## src/rtl/irq_hub_pkg.sv

```systemverilog
package irq_hub_pkg;
  typedef enum logic [1:0] {
    KIND_CTRL  = 2'd0,
    KIND_PFLAG = 2'd1,
    KIND_PEN   = 2'd2,
    KIND_NONE  = 2'd3
  } reg_kind_e;
endpackage

```

## src/rtl/irq_addr_dec.sv

```systemverilog
module irq_addr_dec
  import irq_hub_pkg::*;
#(
  parameter int ADDR_W = 3,
  parameter int N_REG  = 2,
  parameter int IDX_W  = 1
) (
  input  logic [ADDR_W-1:0] addr,
  output reg_kind_e         kind,
  output logic [IDX_W-1:0]  idx
);
  localparam int FLAG_BASE = 1;
  localparam int EN_BASE   = 1 + N_REG;

  always_comb begin
    int a;
    a    = int'(addr);
    kind = KIND_NONE;
    idx  = '0;
    if (a == 0) begin
      kind = KIND_CTRL;
    end else if (a < EN_BASE) begin
      kind = KIND_PFLAG;
      idx  = IDX_W'(a - FLAG_BASE);
    end else if (a < EN_BASE + N_REG) begin
      kind = KIND_PEN;
      idx  = IDX_W'(a - EN_BASE);
    end
  end
endmodule

```

## src/rtl/irq_ctrl.sv

```systemverilog
module irq_ctrl #(
  parameter int N_CORE = 3,
  parameter int REG_W  = 8
) (
  input  logic              clk,
  input  logic              rst_n,
  input  logic              wr,
  input  logic [REG_W-1:0]  wdata,
  input  logic [N_CORE-1:0] evt,
  input  logic              ack,
  input  logic              ret,
  output logic [N_CORE-1:0] flag,
  output logic [N_CORE-1:0] en,
  output logic              pen,
  output logic              gie,
  output logic [REG_W-1:0]  rdata
);
  localparam int EN_LSB  = N_CORE;
  localparam int PEN_BIT = 2 * N_CORE;
  localparam int GIE_BIT = 2 * N_CORE + 1;

  always_ff @(posedge clk or negedge rst_n) begin
    if (!rst_n) begin
      flag <= '0;
      en   <= '0;
      pen  <= 1'b0;
      gie  <= 1'b0;
    end else begin
      flag <= (wr ? wdata[N_CORE-1:0] : flag) | evt;
      if (wr) begin
        en  <= wdata[EN_LSB +: N_CORE];
        pen <= wdata[PEN_BIT];
      end
      if (ack)      gie <= 1'b0;
      else if (ret) gie <= 1'b1;
      else if (wr)  gie <= wdata[GIE_BIT];
    end
  end

  always_comb begin
    rdata = '0;
    rdata[N_CORE-1:0]         = flag;
    rdata[EN_LSB +: N_CORE]   = en;
    rdata[PEN_BIT]            = pen;
    rdata[GIE_BIT]            = gie;
  end

  AST_ACK_DROPS_GIE: assert property (@(posedge clk) disable iff (!rst_n)
    ack |=> !gie);
  AST_RET_RAISES_GIE: assert property (@(posedge clk) disable iff (!rst_n)
    (ret && !ack) |=> gie);
  AST_CORE_SET_WINS: assert property (@(posedge clk) disable iff (!rst_n)
    (evt != '0) |=> ((flag & $past(evt)) == $past(evt)));
endmodule

```

## src/rtl/irq_pbank.sv

```systemverilog
module irq_pbank #(
  parameter int N_SRC = 12,
  parameter int REG_W = 8,
  parameter int N_REG = 2
) (
  input  logic                   clk,
  input  logic                   rst_n,
  input  logic [N_REG-1:0]       wr_flag,
  input  logic [N_REG-1:0]       wr_en,
  input  logic [REG_W-1:0]       wdata,
  input  logic [N_SRC-1:0]       evt,
  output logic [N_SRC-1:0]       flag,
  output logic [N_SRC-1:0]       en,
  output logic [N_REG*REG_W-1:0] flag_pad,
  output logic [N_REG*REG_W-1:0] en_pad
);
  localparam int PAD = N_REG * REG_W;
  localparam logic [PAD-1:0] MASK = ~({PAD{1'b1}} << N_SRC);

  logic [PAD-1:0]   evt_pad;
  logic [REG_W-1:0] flag_r [N_REG];
  logic [REG_W-1:0] en_r   [N_REG];

  assign evt_pad = PAD'(evt);

  for (genvar r = 0; r < N_REG; r++) begin : g_reg
    localparam logic [REG_W-1:0] M = MASK[r*REG_W +: REG_W];
    always_ff @(posedge clk or negedge rst_n) begin
      if (!rst_n) begin
        flag_r[r] <= '0;
        en_r[r]   <= '0;
      end else begin
        flag_r[r] <= ((wr_flag[r] ? wdata : flag_r[r]) | evt_pad[r*REG_W +: REG_W]) & M;
        if (wr_en[r]) en_r[r] <= wdata & M;
      end
    end
    assign flag_pad[r*REG_W +: REG_W] = flag_r[r];
    assign en_pad[r*REG_W +: REG_W]   = en_r[r];
  end

  assign flag = flag_pad[N_SRC-1:0];
  assign en   = en_pad[N_SRC-1:0];

  AST_PFLAG_SET_WINS: assert property (@(posedge clk) disable iff (!rst_n)
    (evt != '0) |=> ((flag & $past(evt)) == $past(evt)));
  AST_PFLAG_HOLD: assert property (@(posedge clk) disable iff (!rst_n)
    (wr_flag == '0 && evt == '0) |=> $stable(flag));
  AST_PAD_ZERO: assert property (@(posedge clk) disable iff (!rst_n)
    ((flag_pad & ~MASK) == '0) && ((en_pad & ~MASK) == '0));
endmodule

```

## src/rtl/irq_gate.sv

```systemverilog
module irq_gate #(
  parameter int N_CORE = 3,
  parameter int N_SRC  = 12
) (
  input  logic              clk,
  input  logic              rst_n,
  input  logic [N_CORE-1:0] core_flag,
  input  logic [N_CORE-1:0] core_en,
  input  logic [N_SRC-1:0]  p_flag,
  input  logic [N_SRC-1:0]  p_en,
  input  logic              pen,
  input  logic              gie,
  output logic              req
);
  logic core_hit, periph_hit;

  assign core_hit   = |(core_flag & core_en);
  assign periph_hit = pen & |(p_flag & p_en);
  assign req        = gie & (core_hit | periph_hit);

  AST_GIE_BLOCKS: assert property (@(posedge clk) disable iff (!rst_n)
    !gie |-> !req);
  AST_PEN_BLOCKS: assert property (@(posedge clk) disable iff (!rst_n)
    (!pen && (core_flag & core_en) == '0) |-> !req);
  AST_CORE_RAISES: assert property (@(posedge clk) disable iff (!rst_n)
    (gie && (core_flag & core_en) != '0) |-> req);
endmodule

```

## src/rtl/irq_hub.sv

```systemverilog
module irq_hub
  import irq_hub_pkg::*;
#(
  parameter int N_CORE  = 3,
  parameter int N_PERIPH = 12,
  parameter int REG_W   = 8,
  parameter int ADDR_W  = 3
) (
  input  logic                clk,
  input  logic                rst_n,
  input  logic [ADDR_W-1:0]   reg_addr,
  input  logic                reg_wr,
  input  logic [REG_W-1:0]    reg_wdata,
  output logic [REG_W-1:0]    reg_rdata,
  input  logic [N_CORE-1:0]   core_evt,
  input  logic [N_PERIPH-1:0] periph_evt,
  input  logic                irq_ack,
  input  logic                irq_ret,
  output logic                irq_req
);
  localparam int N_REG = (N_PERIPH + REG_W - 1) / REG_W;
  localparam int IDX_W = (N_REG > 1) ? $clog2(N_REG) : 1;
  localparam int PAD   = N_REG * REG_W;

  reg_kind_e          kind;
  logic [IDX_W-1:0]   idx;
  logic [N_REG-1:0]   sel_onehot, wr_flag, wr_en;
  logic               wr_ctrl;
  logic [N_CORE-1:0]  c_flag, c_en;
  logic               pen, gie;
  logic [REG_W-1:0]   ctrl_rd;
  logic [N_PERIPH-1:0] p_flag, p_en;
  logic [PAD-1:0]     p_flag_pad, p_en_pad;

  irq_addr_dec #(.ADDR_W(ADDR_W), .N_REG(N_REG), .IDX_W(IDX_W)) u_dec (
    .addr(reg_addr), .kind(kind), .idx(idx)
  );

  assign sel_onehot = N_REG'(1) << idx;
  assign wr_ctrl    = reg_wr && (kind == KIND_CTRL);
  assign wr_flag    = (reg_wr && kind == KIND_PFLAG) ? sel_onehot : '0;
  assign wr_en      = (reg_wr && kind == KIND_PEN)   ? sel_onehot : '0;

  irq_ctrl #(.N_CORE(N_CORE), .REG_W(REG_W)) u_ctrl (
    .clk(clk), .rst_n(rst_n), .wr(wr_ctrl), .wdata(reg_wdata), .evt(core_evt),
    .ack(irq_ack), .ret(irq_ret), .flag(c_flag), .en(c_en), .pen(pen),
    .gie(gie), .rdata(ctrl_rd)
  );

  irq_pbank #(.N_SRC(N_PERIPH), .REG_W(REG_W), .N_REG(N_REG)) u_pbank (
    .clk(clk), .rst_n(rst_n), .wr_flag(wr_flag), .wr_en(wr_en),
    .wdata(reg_wdata), .evt(periph_evt), .flag(p_flag), .en(p_en),
    .flag_pad(p_flag_pad), .en_pad(p_en_pad)
  );

  irq_gate #(.N_CORE(N_CORE), .N_SRC(N_PERIPH)) u_gate (
    .clk(clk), .rst_n(rst_n), .core_flag(c_flag), .core_en(c_en),
    .p_flag(p_flag), .p_en(p_en), .pen(pen), .gie(gie), .req(irq_req)
  );

  always_comb begin
    unique case (kind)
      KIND_CTRL:  reg_rdata = ctrl_rd;
      KIND_PFLAG: reg_rdata = p_flag_pad[idx*REG_W +: REG_W];
      KIND_PEN:   reg_rdata = p_en_pad[idx*REG_W +: REG_W];
      default:    reg_rdata = '0;
    endcase
  end

  AST_RESET_QUIET: assert property (@(posedge clk)
    !rst_n |=> !irq_req);
  AST_ACK_SILENCES: assert property (@(posedge clk) disable iff (!rst_n)
    irq_ack |=> !irq_req);
endmodule

```

## config.mk

```make
export PLATFORM = sky130hd
export DESIGN_NAME = irq_hub
export DESIGN_NICKNAME = d
export VERILOG_FILES = /design/src/rtl/irq_hub_pkg.sv /design/src/rtl/irq_addr_dec.sv /design/src/rtl/irq_ctrl.sv /design/src/rtl/irq_pbank.sv /design/src/rtl/irq_gate.sv /design/src/rtl/irq_hub.sv
export SDC_FILE = /design/constraint.sdc
export NUM_CORES = 1
export LEC_CHECK = 0
export BUFFER_PORTS_ARGS = -buffer_cell sky130_fd_sc_hd__buf_2
export CELL_PAD_IN_SITES_DETAIL_PLACEMENT = 0
export CELL_PAD_IN_SITES_GLOBAL_PLACEMENT = 1
export CORE_ASPECT_RATIO = 0.5
export CORE_MARGIN = 3
export CORE_UTILIZATION = 40
export CTS_CLUSTER_DIAMETER = 100
export DETAILED_ROUTE_END_ITERATION = 7
export HOLD_SLACK_MARGIN = 0.05
export PLACE_DENSITY = 0.82
export SLEW_MARGIN = 20
export SYNTH_ARGS = -nofsm -noshare
export SYNTH_HDL_FRONTEND = slang
export SYNTH_SLANG_ARGS = --single-unit
```

## constraint.sdc

```tcl
create_clock -name clk -period 2.4 [get_ports clk]
set_input_delay 0.24 -clock clk [delete_from_list [all_inputs] [get_ports clk]]
set_output_delay 0.24 -clock clk [all_outputs]
set_load 0.01 [all_outputs]
```

==> run metrics <==
CP Launch Type input port; worst path required time 2.16 ns; diode count 0; Worst-Margin Slew 0.722 ns; Max Cap Viol 0; Hold Buf Count CTS 1; Initial Utilization 42.7%; Buf+Inv Stages, Crit Path 4; met3 usage 3.98%; final setup TNS 0 ns; Worst Setup End Kind output pin; synthesis-to-layout area growth 20.3%; Post-Syn Nets 178; # port buffers 39; initial antenna violation count 0; post-synth cell types 29; Post-Route WL 4300 um; clk_skew 0 ns; pwr/cell area 687 nW/um^2; sequential fraction of the synthesis area 46.8%; IO Pins 40; minimum clock period 2.19 ns; row count 16; Mapped Cells 143; WL/cell 17.8 um; Crit Path Category in -> out; number of synthesized register bits 32; met1 usage 24.8%; Clock Root Buffer clkbuf_8; Worst Path Arrival 1.95 ns; post-DP HPWL 3240 um; Pre-antenna DRT Iters 4; Crit path max-delay family buffers and inverters; reg2reg start u_pbank.flag[0]; HP Start irq_ack; met2 Track Usage GR 27.7%; Cell Chain, Critical Path buf_2 -> nand3b_1 -> o21a_1 -> inv_1 -> ha_1 -> buf_4 -> mux4_2 -> a22o_1 -> buf_2; global route hottest layer met2; GRT Residual Overflow 0; Peak Freq 456 MHz; Slew Viols, Final 0; worst min path class in -> reg; CP Max Fanout 10; clk sinks 32; Critical Path Max Stage Delay 0.52 ns; CTS clk-pin slew, worst paths 0.06 ns; Layout Utilization 51.4%; gpl congestion 0.789; Final ANT Viol Nets 0; CTS tree built; CTS max path bufs 2; ratio of cells with drive above 1 in the final layout 38.3%; maximum vdd drop 0.239 mV; Static Leak 0.904 nW; die width 98.5 um; Die Y 52.2 um; GRT Resource Usage Total 17.8%; worst skew pair latency 0.28 ns; Final Cycle Share 91.4%; status finished, final reports clean; largest net degree at the start of global routing 33; vias 1354; Core Area 4000 um^2; CP dominant cell by count buf_2; Worst slew margin 51.9%; post-CTS setup buffers 0; first-pass GRT wire length 6920 um; DRC viols 0; worst r2r path cells 2; synthesized area per cell 12.0 um^2; Layout Nets 223; Worst path depth 9; crit path from reg_addr[2]; Worst Hold Depth 2; Vias per Instance 5.60; Final Hold Fails 0; CTS resizes 0; die area 5140 um^2; Syn Std Cell Area 1710 um^2; slowest CP cell mux4_2; final setup violation count 0; initial DRC count 36; Inserted Clock Buffers 5; unrepaired setup endpoints after global routing no; vias in the first global route 1401; H-tree depth 2; Syn. warnings 0
metrics by stage:
stage,area [um^2],setup slack [ns],power (mW),hold slack (ns),cells
6_report,2060,0.205,1.41,0.101,242
5_1_grt,2060,0.105,1.49,0.110,242
3_5_place_dp,1970,0.207,1.03,0.337,234
3_3_place_gp,1970,0.275,1.02,0.330,234
4_1_cts,2060,0.200,1.42,0.0941,242
2_1_floorplan,1710,0.304,0.904,-0.0556,143
path summary, 6_finish.rpt:
kind / endpoint / slack (ns)
min in group asynchronous: u_pbank.flag[4] / 0.54
min: u_ctrl.gie / 0.10
max reg2reg: u_pbank.flag[0] / 1.47
max in group asynchronous: u_pbank.flag[11] / 1.38
max: reg_rdata[3] / 0.21
min reg2reg: u_pbank.en[11] / 0.52
flip-flops by register name (all words and copies together) (netlist names):
signal        flops
u_ctrl.en         3
u_ctrl.pen        1
u_ctrl.flag       3
u_pbank.en       12
u_pbank.flag     12
u_ctrl.gie        1
placed cells by master, fill, tap and decap left out, types with 5 or more instances in the layout:
master / count
clkbuf_8: 5
o21bai_1: 5
and3_1: 5
a22oi_1: 6
nor2_1: 11
a211o_1: 11
dfrtp_1: 32
mux2_2: 18
buf_2: 39
nand2_1: 5
nor3_1: 5
and2_1: 8
cells in the mapped netlist:
master    instances  area share (%)
nand3_2           1            0.59
nor2b_1           2            0.73
nand2_1           5             1.1
or2_4             1            0.51
dfrtp_1          32              47
ha_1              4             2.9
a211oi_1          1            0.44
a21o_1            1            0.44
nor3_1            5             1.5
a21boi_0          1            0.44
nand3b_1          1            0.44
o31ai_1           1            0.44
nor2_1           11             2.4
a22o_1            4             2.0
inv_1             2            0.44
mux4_2            4             5.3
a32oi_1           4             2.0
a22oi_1           6             2.6
mux2_2           18              12
mux2_1            2             1.3
xnor2_1           1            0.51
o21bai_1          5             2.2
clkbuf_1          4            0.88
a222oi_1          1            0.59
a211o_1          11             5.6
buf_6             1            0.66
o21a_1            1            0.44
and2_1            8             2.9
and3_1            5             1.8
power breakdown:
| part | total, mW | internal [mW] | leakage, nW | switching [mW] |
|---|---|---|---|---|
| Clock | 0.385 | 0.197 | 0.0410 | 0.188 |
| Sequential | 0.699 | 0.627 | 0.342 | 0.0717 |
| Combinational | 0.329 | 0.181 | 0.521 | 0.148 |
| Total | 1.41 | 1.00 | 0.904 | 0.408 |
layout make-up:
type / instances / area, um^2
timing repair buffer: 43 / 228
multi-input combinational: 104 / 876
clock inverter: 1 / 5.00
sequential: 32 / 801
fill: 384 / 1950
inverter: 2 / 7.51
tap: 54 / 67.6
clock buffer: 6 / 72.6
routing by layer:
metal,part of all wire [%],vias up
li1,-,637
met1,50,678
met2,44,31
met3,4.4,8
met4,1.6,0
met5,0,-
logic make-up after synthesis:
kind of cell	Yosys count	share of synthesized area (%)
DFF	32	46.8
and+or+nand+nor	39	12.0
xor gates and xnor gates	1	0.512
muxes	24	18.4
AOI/OAI and AO/OA	36	17.3
buffers and inverters	7	1.97
adders and majority gates	4	2.93
Note: power is estimated with default switching activity, not from simulation.
